<file path="src/rtl/rlx_pkg.sv">
package rlx_pkg;
  typedef enum logic [1:0] {
    OP_PUSH = 2'd0,
    OP_POP  = 2'd1,
    OP_STM  = 2'd2,
    OP_LDM  = 2'd3
  } xferOp_t;

  localparam int IDX_W = 4;
  localparam logic [IDX_W-1:0] IDX_LINK = 4'd14;
  localparam logic [IDX_W-1:0] IDX_PC   = 4'd15;

  typedef struct packed {
    logic load;
    logic step;
  } seqStrobe_t;
endpackage

</file>
<file path="src/rtl/rlx_pick.sv">
module rlx_pick #(
  parameter int LIST_W  = 8,
  parameter int IDX_W   = 4,
  parameter bit DESCEND = 1'b0
) (
  input  logic [LIST_W-1:0] mask,
  output logic [IDX_W-1:0]  idx,
  output logic [LIST_W-1:0] oneHot
);
  generate
    if (DESCEND) begin : g_high
      always_comb begin
        idx = '0;
        for (int i = 0; i < LIST_W; i++) begin
          if (mask[i]) idx = IDX_W'(i);
        end
      end
    end else begin : g_low
      always_comb begin
        idx = '0;
        for (int i = LIST_W - 1; i >= 0; i--) begin
          if (mask[i]) idx = IDX_W'(i);
        end
      end
    end
  endgenerate

  assign oneHot = mask & (LIST_W'(1) << idx);
endmodule

</file>
<file path="src/rtl/rlx_ctrl.sv">
module rlx_ctrl
  import rlx_pkg::*;
(
  input  logic       clk,
  input  logic       rstN,
  input  logic       cmdValid,
  input  logic       memReady,
  input  logic       itemsLeft,
  input  logic       lastItem,
  output seqStrobe_t strobe,
  output logic       memReq,
  output logic       busy,
  output logic       done
);
  typedef enum logic [1:0] {ST_IDLE, ST_XFER, ST_FIN} ctrlState_t;
  ctrlState_t state, stateNext;

  always_comb begin
    memReq      = (state == ST_XFER) && itemsLeft;
    strobe.load = (state == ST_IDLE) && cmdValid;
    strobe.step = memReq && memReady;
    busy        = (state != ST_IDLE);
    done        = (state == ST_FIN);
  end

  always_comb begin
    stateNext = state;
    case (state)
      ST_IDLE: if (cmdValid) stateNext = ST_XFER;
      ST_XFER: if (!itemsLeft || (strobe.step && lastItem)) stateNext = ST_FIN;
      ST_FIN:  stateNext = ST_IDLE;
      default: stateNext = ST_IDLE;
    endcase
  end

  always_ff @(posedge clk) begin
    if (!rstN) state <= ST_IDLE;
    else       state <= stateNext;
  end
endmodule

</file>
<file path="src/rtl/rlx_datapath.sv">
module rlx_datapath
  import rlx_pkg::*;
#(
  parameter int LIST_W       = 8,
  parameter int DATA_W       = 32,
  parameter int EMPTY_STRIDE = 64,
  localparam int SEL_W       = $clog2(LIST_W),
  localparam int WORD_BYTES  = DATA_W / 8
) (
  input  logic              clk,
  input  logic              rstN,
  input  seqStrobe_t        strobe,
  input  logic              memReq,
  input  logic [1:0]        cmdOp,
  input  logic [LIST_W-1:0] cmdList,
  input  logic              cmdExtra,
  input  logic [SEL_W-1:0]  cmdBaseIdx,
  input  logic [DATA_W-1:0] cmdBase,
  input  logic [DATA_W-1:0] cmdPc,
  input  logic [DATA_W-1:0] memRdata,
  input  logic [DATA_W-1:0] rfRdData,
  output logic              itemsLeft,
  output logic              lastItem,
  output logic              memWe,
  output logic [DATA_W-1:0] memAddr,
  output logic [DATA_W-1:0] memWdata,
  output logic              rfRdEn,
  output logic [IDX_W-1:0]  rfRdIdx,
  output logic              rfWrEn,
  output logic [IDX_W-1:0]  rfWrIdx,
  output logic [DATA_W-1:0] rfWrData,
  output logic [DATA_W-1:0] wbData,
  output logic              wbKeep,
  output logic              flushPend
);
  localparam logic [DATA_W-1:0] ALIGN_MASK = {{(DATA_W-2){1'b1}}, 2'b00};
  localparam logic [DATA_W-1:0] STEP       = DATA_W'(WORD_BYTES);
  localparam logic [DATA_W-1:0] EMPTY_ADV  = DATA_W'(EMPTY_STRIDE);

  xferOp_t           opR;
  logic [LIST_W-1:0] maskR;
  logic              extraR;
  logic [DATA_W-1:0] ptrR;
  logic [DATA_W-1:0] pcPlus2R;
  logic              suppressR;
  logic              flushR;

  logic [IDX_W-1:0]  loIdx, hiIdx, curIdx;
  logic [LIST_W-1:0] loOh, hiOh, curOh;
  logic              isPush, isLoad, curIsExtra, stmPcItem;
  logic [DATA_W-1:0] ptrNext;

  rlx_pick #(.LIST_W(LIST_W), .IDX_W(IDX_W), .DESCEND(1'b0)) u_pickLow (
    .mask(maskR), .idx(loIdx), .oneHot(loOh)
  );
  rlx_pick #(.LIST_W(LIST_W), .IDX_W(IDX_W), .DESCEND(1'b1)) u_pickHigh (
    .mask(maskR), .idx(hiIdx), .oneHot(hiOh)
  );

  always_comb begin
    isPush     = (opR == OP_PUSH);
    isLoad     = (opR == OP_POP) || (opR == OP_LDM);
    // push handles its extra item first, the others handle it last
    curIsExtra = isPush ? extraR : (maskR == '0);
    curOh      = isPush ? hiOh : loOh;
    if (curIsExtra) curIdx = isPush ? IDX_LINK : IDX_PC;
    else            curIdx = isPush ? hiIdx : loIdx;
    stmPcItem  = (opR == OP_STM) && curIsExtra;
    itemsLeft  = (|maskR) || extraR;
    lastItem   = ($countones({maskR, extraR}) == 1);

    case (opR)
      OP_PUSH: begin
        memAddr = (ptrR - STEP) & ALIGN_MASK;
        ptrNext = ptrR - STEP;
      end
      OP_POP: begin
        memAddr = ptrR & ALIGN_MASK;
        ptrNext = (ptrR & ALIGN_MASK) + STEP;
      end
      default: begin
        memAddr = ptrR;
        ptrNext = curIsExtra ? ptrR + EMPTY_ADV : ptrR + STEP;
      end
    endcase

    memWe    = !isLoad;
    memWdata = stmPcItem ? pcPlus2R : rfRdData;
    rfRdEn   = memReq && !isLoad && !stmPcItem;
    rfRdIdx  = curIdx;
    rfWrEn   = strobe.step && isLoad;
    rfWrIdx  = curIdx;
    rfWrData = (curIdx == IDX_PC) ? {memRdata[DATA_W-1:1], 1'b0} : memRdata;
    wbData   = ptrR;
    wbKeep   = !suppressR;
    flushPend = flushR;
  end

  always_ff @(posedge clk) begin
    if (!rstN) begin
      opR       <= OP_PUSH;
      maskR     <= '0;
      extraR    <= 1'b0;
      ptrR      <= '0;
      pcPlus2R  <= '0;
      suppressR <= 1'b0;
      flushR    <= 1'b0;
    end else if (strobe.load) begin
      opR       <= xferOp_t'(cmdOp);
      maskR     <= cmdList;
      pcPlus2R  <= cmdPc + DATA_W'(2);
      flushR    <= 1'b0;
      if (cmdOp[1]) begin
        extraR    <= (cmdList == '0);
        ptrR      <= cmdBase & ALIGN_MASK;
        suppressR <= cmdOp[0] && cmdList[cmdBaseIdx];
      end else begin
        extraR    <= cmdExtra;
        ptrR      <= cmdBase;
        suppressR <= 1'b0;
      end
    end else if (strobe.step) begin
      if (curIsExtra) extraR <= 1'b0;
      else            maskR  <= maskR & ~curOh;
      ptrR <= ptrNext;
      if (isLoad && (curIdx == IDX_PC)) flushR <= 1'b1;
    end
  end
endmodule

</file>
<file path="src/rtl/reglist_xfer_seq.sv">
module reglist_xfer_seq
  import rlx_pkg::*;
#(
  parameter int LIST_W       = 8,
  parameter int DATA_W       = 32,
  parameter int EMPTY_STRIDE = 64,
  localparam int SEL_W       = $clog2(LIST_W)
) (
  input  logic              clk,
  input  logic              rstN,
  input  logic              cmdValid,
  input  logic [1:0]        cmdOp,
  input  logic [LIST_W-1:0] cmdList,
  input  logic              cmdExtra,
  input  logic [SEL_W-1:0]  cmdBaseIdx,
  input  logic [DATA_W-1:0] cmdBase,
  input  logic [DATA_W-1:0] cmdPc,
  output logic              busy,
  output logic              memReq,
  output logic              memWe,
  output logic [DATA_W-1:0] memAddr,
  output logic [DATA_W-1:0] memWdata,
  input  logic              memReady,
  input  logic [DATA_W-1:0] memRdata,
  output logic              rfRdEn,
  output logic [IDX_W-1:0]  rfRdIdx,
  input  logic [DATA_W-1:0] rfRdData,
  output logic              rfWrEn,
  output logic [IDX_W-1:0]  rfWrIdx,
  output logic [DATA_W-1:0] rfWrData,
  output logic              done,
  output logic              wbEn,
  output logic [DATA_W-1:0] wbData,
  output logic              flush
);
  seqStrobe_t strobe;
  logic itemsLeft, lastItem, wbKeep, flushPend;

  rlx_ctrl u_ctrl (
    .clk(clk), .rstN(rstN), .cmdValid(cmdValid), .memReady(memReady),
    .itemsLeft(itemsLeft), .lastItem(lastItem), .strobe(strobe),
    .memReq(memReq), .busy(busy), .done(done)
  );

  rlx_datapath #(.LIST_W(LIST_W), .DATA_W(DATA_W), .EMPTY_STRIDE(EMPTY_STRIDE)) u_dp (
    .clk(clk), .rstN(rstN), .strobe(strobe), .memReq(memReq),
    .cmdOp(cmdOp), .cmdList(cmdList), .cmdExtra(cmdExtra), .cmdBaseIdx(cmdBaseIdx),
    .cmdBase(cmdBase), .cmdPc(cmdPc), .memRdata(memRdata), .rfRdData(rfRdData),
    .itemsLeft(itemsLeft), .lastItem(lastItem), .memWe(memWe), .memAddr(memAddr),
    .memWdata(memWdata), .rfRdEn(rfRdEn), .rfRdIdx(rfRdIdx), .rfWrEn(rfWrEn),
    .rfWrIdx(rfWrIdx), .rfWrData(rfWrData), .wbData(wbData), .wbKeep(wbKeep),
    .flushPend(flushPend)
  );

  assign wbEn  = done && wbKeep;
  assign flush = done && flushPend;
endmodule

</file>
<file path="config.mk">
export PLATFORM = sky130hd
export DESIGN_NAME = reglist_xfer_seq
export DESIGN_NICKNAME = d
export VERILOG_FILES = /design/src/rtl/rlx_pkg.sv /design/src/rtl/rlx_pick.sv /design/src/rtl/rlx_ctrl.sv /design/src/rtl/rlx_datapath.sv /design/src/rtl/reglist_xfer_seq.sv
export SDC_FILE = /design/constraint.sdc
export NUM_CORES = 1
export LEC_CHECK = 0
export BUFFER_PORTS_ARGS = -buffer_cell sky130_fd_sc_hd__buf_2
export CORE_AREA = 2 2 129 131
export CTS_BUF_LIST = sky130_fd_sc_hd__clkbuf_4
export DETAILED_ROUTE_END_ITERATION = 10
export DIE_AREA = 0 0 131 133
export GPL_TIMING_DRIVEN = 0
export HOLD_SLACK_MARGIN = 0.06
export PLACE_DENSITY_LB_ADDON = 0.15
export SLEW_MARGIN = 5
export SYNTH_ARGS = -nofsm -noshare
export SYNTH_HDL_FRONTEND = slang
export SYNTH_SLANG_ARGS = --single-unit
</file>
<file path="constraint.sdc">
create_clock -name clk -period 3 [get_ports clk]
set_input_delay 0.3 -clock clk [delete_from_list [all_inputs] [get_ports clk]]
set_output_delay 0.3 -clock clk [all_outputs]
set_load 0.05 [all_outputs]
</file>
==> summary.md, run 1 <==
| Metric | Value |
|---|---|
| Run status | finished with violations |
| Violations in the final reports | setup timing |
| WHS Path Cells | 3 |
| Critical Path RT | between 2 and 3 ns |
| Drt initial violations | roughly 1.1k |
| Clk buf depth | 2 |
| DRC | 0 |
| Reg2Reg Launch Point | u_dp.wbData[5] |
| Clk pin slew, worst setup/hold paths | about 0.16 ns |
| Synth Area in Simple Gates | ~25% |
| Warnings from Yosys | 0 |
| CTS sink cnt | 79 |
| CP startpoint kind | flop |
| Arrival @ worst endpoint | roughly 2.7 ns |
| Proportion of register bits with asynchronous set or reset after synthesis | 0% |
| Post-synthesis instance area | slightly above 0.007 mm² |
| FF-to-FF End | u_dp.wbData[23] |
| Die area | roughly 0.017 mm² |
| Critical path capture point type | output port |
| Number of buffers inserted during clock tree synthesis | 9 |
| Slack of the worst reg-to-reg path | 0.01 ns |
| Type of the worst setup path | flop to output port |
| Net count after synthesis | about 1.1k |
| Static leakage | around 0.0042 µW |
| Number of vias per cell | ~6.0 |
| H-tree depth | 3 |
| Initial antenna violation count | 1 |
| Total core area | 0.0162 mm² |
| Number of detailed-route iterations in the first pass | 6 |
| Max transition margin | 31.2% |
| Cell Rows | 47 |
| Filler cell count in the final layout | ~1.6k |
| Antenna-violating nets left | 0 |
| Number of global-route vias before repair | 8,145 |
| Worst Max-Slew Pin Slew | slightly above 1 ns |
| Clock latency at the later pin of the worst-skew pair | approximately 0.50 ns |
| Minimum clock period after layout | slightly above 3 ns |
| Combinational family with the most area after synthesis | simple AND/OR/NAND/NOR gates |
| Top achievable clock speed | 331 MHz |
| Total number of vias | roughly 8.9k |
| Drt wl/cell | roughly 21 µm |
| Share of synthesized area occupied by flip-flops and latches | between 20 and 25% |
| Adder-cell share of the synthesized area | about 3.5% |
| Share of layout cells above drive strength 1 | between 30% and 40% |
| Top fanout value on the critical path | 5 |
| Class of the worst hold path | input pin to flop |
| Cell taking the most area after synthesis | sky130_fd_sc_hd__dfxtp_1 |
| Overall die height | 133 µm |
| Area added between synthesis and finish | 34.8% |
| Synthesis-stage register bit count | 79 |
| Worst Min Path Start | cmdBase[6] |
| Wirelength, routed | 31.2 mm |
| Final number of hold-violating endpoints | 0 |
| Starting Density | between 40% and 50% |
| Top cells by count, synth | sky130_fd_sc_hd__nor2_1 (81), sky130_fd_sc_hd__dfxtp_1 (79), sky130_fd_sc_hd__nand2_1 (75) |
| Unique masters post-synth | slightly above 80 |
| Most repeated cell in the gate-level netlist after synthesis | sky130_fd_sc_hd__nor2_1 |
| Number of enable-type register cells in the synthesized netlist | 0 |
| Clock root buffer | sky130_fd_sc_hd__clkbuf_4 |
| Cells after DPL | roughly 1.4k |
| Non-filler instance count after layout | ~1.5k |
| Post-Synthesis Cells | ~960 |
| RSZ-0062 raised after global routing | true |
| Max-cap violation count | 0 |
| Wire length of the first global-routing pass | ~46 mm |
| Maximum vdd ir drop | about 0.00031 V |
| Fraction of synthesized cell area in xor and xnor cells | approximately a tenth |
| Length in cells of the worst reg-to-reg path | 7 |
| Max-slew violation count | 0 |
| Post-DP HPWL | between 20 and 25 mm |
| Portion of netlist area occupied by mux cells | under 10% |
| Hold Crit Endpoint | u_dp.wbData[6] |
| Synth top area share | 21.9% |
| Max Clock Skew | 0.0390 ns |
| Mean area per synthesized cell | between 7 and 8 µm² |
| IO Count | slightly below 300 |
| Number of nets in the layout | about 1.4k |
| Floorplan die width | 131 µm |
| Synth Area in Compound Gates | 21.3% |
| Most area-consuming cells after synthesis | sky130_fd_sc_hd__dfxtp_1 (22%), sky130_fd_sc_hd__xnor2_1 (6.8%), sky130_fd_sc_hd__mux2_2 (5.1%) |
| Share of the clock period used by the worst path | 101% |
| Final critical-path setup slack | -0.0222 ns |
| Final number of setup-violating endpoints | 2 |
| Power consumption | around 5700 µW |
| Largest net degree at the start of global routing | 15 |
| Global-route usage over all layers | between 30% and 40% |
| Total gr overflow | 0 |
| Port Buf Inserts | about 260 |
| TritonCTS clock tree | yes |
| Top FF cell, synth | sky130_fd_sc_hd__dfxtp_1 |
| Cell area power density | 580 mW/mm² |
| GPL Wtd Cong | 1.01 |
-- power breakdown --
part	internal [µW]	switching [µW]
registers	1190	140
clock network	268	474
logic	1130	2450
total	2590	3070
-- placed cells by master, fill, tap and decap left out, types with 33 or more instances in the layout --
cell,count
sky130_fd_sc_hd__a21oi_1,44
sky130_fd_sc_hd__buf_2,245
sky130_fd_sc_hd__buf_4,73
sky130_fd_sc_hd__clkbuf_1,34
sky130_fd_sc_hd__dfxtp_1,66
sky130_fd_sc_hd__mux2_2,33
sky130_fd_sc_hd__nand2_1,71
sky130_fd_sc_hd__nand3_1,42
sky130_fd_sc_hd__nand4_1,33
sky130_fd_sc_hd__nor2_1,77
sky130_fd_sc_hd__o21ai_0,50
sky130_fd_sc_hd__xnor2_1,53
-- how the worst max path moves through the flow --
stage                               from          end  cells after the start
after detailed placement  u_dp.wbData[2]  memAddr[20]                      9
after CTS                 u_dp.wbData[2]  memAddr[18]                      9
after global placement    u_dp.wbData[2]  memAddr[20]                      9
after global routing      u_dp.wbData[7]  memAddr[18]                      9
final                     u_dp.wbData[3]  memAddr[18]                      9
after floorplan           u_dp.wbData[2]  memAddr[18]                      8
-- sequential cells by signal, indices dropped and copies added (netlist names) --
register	cells
u_dp.pcPlus2R	32
u_dp.wbData	32
u_dp.maskR	8
u_ctrl.state	2
u_dp.opR	2
u_dp.extraR	1
u_dp.flushPend	1
u_dp.suppressR	1
-- metrics by stage --
step           cell area (µm²)  utilization [%]  worst slack [ns]  hold WS [ns]  setup TNS [ns]
2_1_floorplan             7300                -            -0.107         0.396          -0.155
3_3_place_gp              8870             54.8            -0.445         0.446           -1.55
3_5_place_dp              8870             54.8            -0.436         0.454           -1.80
4_1_cts                   9430             58.3           -0.0332        0.0677         -0.0397
5_1_grt                   9740             60.2           -0.0471        0.0818          -0.231
6_report                  9740             60.2           -0.0222        0.0669         -0.0355
-- worst max-delay path, cell delays in order (launching register included) --
cell                      delay (ns)
sky130_fd_sc_hd__dfxtp_4        0.40
sky130_fd_sc_hd__inv_4          0.06
sky130_fd_sc_hd__ha_4           0.14
sky130_fd_sc_hd__or3b_4         0.39
sky130_fd_sc_hd__a211o_4        0.37
sky130_fd_sc_hd__buf_8          0.15
sky130_fd_sc_hd__nor2_4         0.21
sky130_fd_sc_hd__nand2_2        0.10
sky130_fd_sc_hd__xnor2_2        0.21
sky130_fd_sc_hd__buf_6          0.20
-- final cells by class --
type / count / area [µm²] / share of cell area, %
clock inverter: 6 / 68.8 / 0.707
inverter: 37 / 145 / 1.49
tap: 220 / 275 / 2.83
multi-input combinational: 726 / 5210 / 53.5
buffer: 108 / 686 / 7.04
sequential: 79 / 1620 / 16.6
clock buffer: 10 / 75.1 / 0.771
antenna: 1 / 2.50 / 0.0257
timing repair buffer: 295 / 1660 / 17.0
-- kinds of logic after synthesis --
logic type | after synthesis
adder cells (fa/ha/maj) | 17
flip-flops | 79
XOR/XNOR | 80
AO/OA/AOI/OAI | 225
AND/OR/NAND/NOR | 359
multiplexers | 45
buffers and inverters | 152
-- layer usage --
metal / part of all wire [%] / GRT usage, %
met1: 38 / 45.7
met2: 47 / 55.0
met3: 11 / 6.71
met4: 4.2 / 16.6
met5: 0 / 0
-- repair_timing --
action | in CTS | in global routing
endpoints found under the setup margin | 71 | 41
hold buffers | 6 | 0
hold endpoints to repair | 6 | 0
cloned | 2 | 0
buffers inserted | 11 | 19
pin swaps | 8 | 13
gates resized for setup | 81 | 52
Power figures use the tool's default switching activity.
==> inputs of run 2 (changes only) <==
BUFFER_PORTS_ARGS = -buffer_cell sky130_fd_sc_hd__buf_4   (was -buffer_cell sky130_fd_sc_hd__buf_2)
==> run 2 against run 1 <==
  * The run still ends with setup timing left
  * Maximum frequency rose by 0.17%
  * Flip-flop and latch count did not move
  * Utilization grew 4.3 points
  * Power increased by 4.7%
  * Sequential share of layout area fell by 1.1 points
  * Clock skew is 0.017 ns lower
  * Non-clock buffer count up 4
  * Die area stayed put
  * Largest power group unchanged
  * Largest cell class unchanged
==> summary.md, run 2 (synthesis gave the netlist of run 1 again) <==
| Metric | Value |
|---|---|
| Crit path cell chain | inv_4, ha_4, or3b_4, a211o_1, buf_8, nor2_4, buf_4, nand2_4, xnor2_4, buf_6 |
| Maximum vdd ir drop | around 0.00035 V |
| Post-DP HPWL | roughly 24 mm |
| Cells after DPL | roughly 1.4k |
| Max-cap violation count | 0 |
| IO Count | 290 |
| Critical Path RT | 2.70 ns |
| Run status | finished with violations |
| Number of nets in the layout | 1,423 |
| Wire length of the first global-routing pass | 48.1 mm |
| Total gr overflow | 0 |
| Total core area | ~0.016 mm² |
| Finished Cell Area | about 0.010 mm² |
| Number of vias per cell | slightly above 6 |
| WHS Path Cells | 3 |
| Leading cell type in the layout, fill and taps excluded | sky130_fd_sc_hd__buf_4 |
| Drt wl/cell | roughly 22 µm |
| Type of the worst setup path | flop to output port |
| CTS sink cnt | slightly below 80 |
| Cell area power density | 567 mW/mm² |
| Final critical-path setup slack | -0.0170 ns |
| Drt initial violations | 902 |
| RSZ-0062 raised after global routing | true |
| Max Clock Skew | approximately 0.022 ns |
| Static leakage | 0.00439 µW |
| Reg2Reg Launch Point | u_dp.extraR |
| Number of detailed-route iterations in the first pass | 6 |
| TritonCTS clock tree | yes |
| Critical Path Slowest Stage Cell | sky130_fd_sc_hd__dfxtp_4 |
| H-tree depth | 3 |
| CP startpoint kind | flop |
| Max transition margin | about a third |
| Post-Place Worst Slack | -0.383 ns |
| Worst Min Path Start | cmdOp[0] |
| Top achievable clock speed | ~330 MHz |
| Violations in the final reports | setup timing |
| Minimum clock period after layout | 3.02 ns |
| Share of layout cells above drive strength 1 | between 30 and 40% |
| Number of global-route vias before repair | roughly 8.5k |
| Highest-count cells in the layout ignoring fill and taps | sky130_fd_sc_hd__buf_4 (318), sky130_fd_sc_hd__nor2_1 (77), sky130_fd_sc_hd__nand2_1 (71) |
| Slack of the worst reg-to-reg path | 0.05 ns |
| Overall die height | 133 µm |
| Arrival @ worst endpoint | 2.72 ns |
| Cell Rows | 47 |
| Hold Crit Endpoint | u_dp.opR[0] |
| FF-to-FF End | u_ctrl.state[1] |
| Clock root buffer | sky130_fd_sc_hd__clkbuf_4 |
| Initial antenna violation count | 1 |
| Die area | approximately 0.017 mm² |
| Area added between synthesis and finish | 44.4% |
| Final number of setup-violating endpoints | 1 |
| Worst Max-Slew Pin Slew | slightly above 1 ns |
| Power consumption | roughly 6000 µW |
| Global-route usage over all layers | 36.6% |
| Largest net degree at the start of global routing | 14 |
| Non-filler instance count after layout | about 1.5k |
| DRC | 0 |
| Top fanout value on the critical path | 8 |
| Class of the worst hold path | input pin to flop |
| Share of the clock period used by the worst path | 101% |
| Max-slew violation count | 0 |
| Total number of vias | 8,988 |
| Floorplan die width | between 100 and 150 µm |
| Clock latency at the later pin of the worst-skew pair | approximately 0.52 ns |
| Wirelength, routed | 33.0 mm |
| Buffering stage count on the worst path with inverters included | 4 |
| GPL Wtd Cong | about 1 |
| Number of buffers inserted during clock tree synthesis | 9 |
| Kind of cell with the highest combined delay on the critical path | simple AND/OR/NAND/NOR gates |
| Critical path capture point type | output port |
| Clk buf depth | 2 |
| Cell area after placement | approximately 0.0095 mm² |
| Maximum cell stage delay along the critical path | 0.39 ns |
| Port Buf Inserts | roughly 260 |
| Final number of hold-violating endpoints | 0 |
| Starting Density | 44.7% |
| Clk pin slew, worst setup/hold paths | roughly 0.14 ns |
| Antenna-violating nets left | 0 |
| Length in cells of the worst reg-to-reg path | 9 |
[run 2: cell count changes in the layout (fill, tap and decap cells not counted), sizes merged]
cell / change
clkbuf: -3
bufbuf: +1
bufinv: +1
dlygate4sd3: +4
buf: +3
clkinvlp: -1
clkinv: -1
[run 2: where the power goes]
group	internal [µW]	switching [µW]	total, µW
clock	358	460	818
combinational	1300	2470	3770
sequential	1180	146	1330
[run 2: layout make-up]
type / count / area, µm²
plain buffers: 110 / 698
repair buffers: 297 / 2310
clock buffers: 11 / 82.6
clock inverters: 5 / 81.3
diodes: 1 / 2.50
flip-flops and latches: 79 / 1620
well taps: 220 / 275
inverters: 37 / 145
multi-input cells: 726 / 5220
fillers: 1475 / 5740
[run 2: metal layers]
layer | track usage [%] | routed length, µm
met3 | 7.84 | 3440
met1 | 46.3 | 12400
met5 | 0 | 0
met4 | 19.9 | 1720
met2 | 57.6 | 15400
[run 2: worst max-delay path by stage]
stage / startpoint / endpoint / slack (ns) / cells past startpoint
4_1_cts: u_dp.wbData[14] / memAddr[25] / -0.0002 / 8
3_3_place_gp: u_dp.wbData[2] / memAddr[20] / -0.39 / 9
2_1_floorplan: u_dp.wbData[2] / memAddr[18] / -0.11 / 8
3_5_place_dp: u_dp.wbData[2] / memAddr[20] / -0.38 / 9
5_1_grt: u_dp.wbData[24] / memAddr[30] / -0.05 / 7
6_report: u_dp.wbData[2] / memAddr[20] / -0.02 / 10
[run 2: worst reg2reg max path, stage by stage, from the launching register on]
cell                      delay (ns)
sky130_fd_sc_hd__dfxtp_1        0.44
sky130_fd_sc_hd__ha_1           0.33
sky130_fd_sc_hd__inv_1          0.04
sky130_fd_sc_hd__fa_2           0.51
sky130_fd_sc_hd__inv_1          0.06
sky130_fd_sc_hd__fa_2           0.37
sky130_fd_sc_hd__ha_2           0.19
sky130_fd_sc_hd__fa_2           0.39
sky130_fd_sc_hd__o41ai_4        0.38
sky130_fd_sc_hd__and3_1         0.20
[run 2: per-stage QoR]
| step | hold slack [ns] | utilization, % | TNS, ns |
|---|---|---|---|
| finish | 0.0523 | 64.5 | -0.0170 |
| global route | 0.0651 | 64.5 | -0.224 |
| CTS | 0.0607 | 62.5 | -0.000160 |
| detailed placement | 0.463 | 58.8 | -2.86 |
| global placement | 0.445 | 58.8 | -2.64 |
| floorplan | 0.396 | - | -0.155 |
[run 2: what timing repair did]
| action | 4_1_cts | 5_1_grt |
|---|---|---|
| pin swaps | 8 | 13 |
| endpoints found under the setup margin | 71 | 62 |
| cloned | 1 | 0 |
| hold buffers | 10 | 0 |
| gates resized for setup | 62 | 64 |
| setup buffers | 13 | 16 |
| hold endpoints to repair | 10 | 0 |
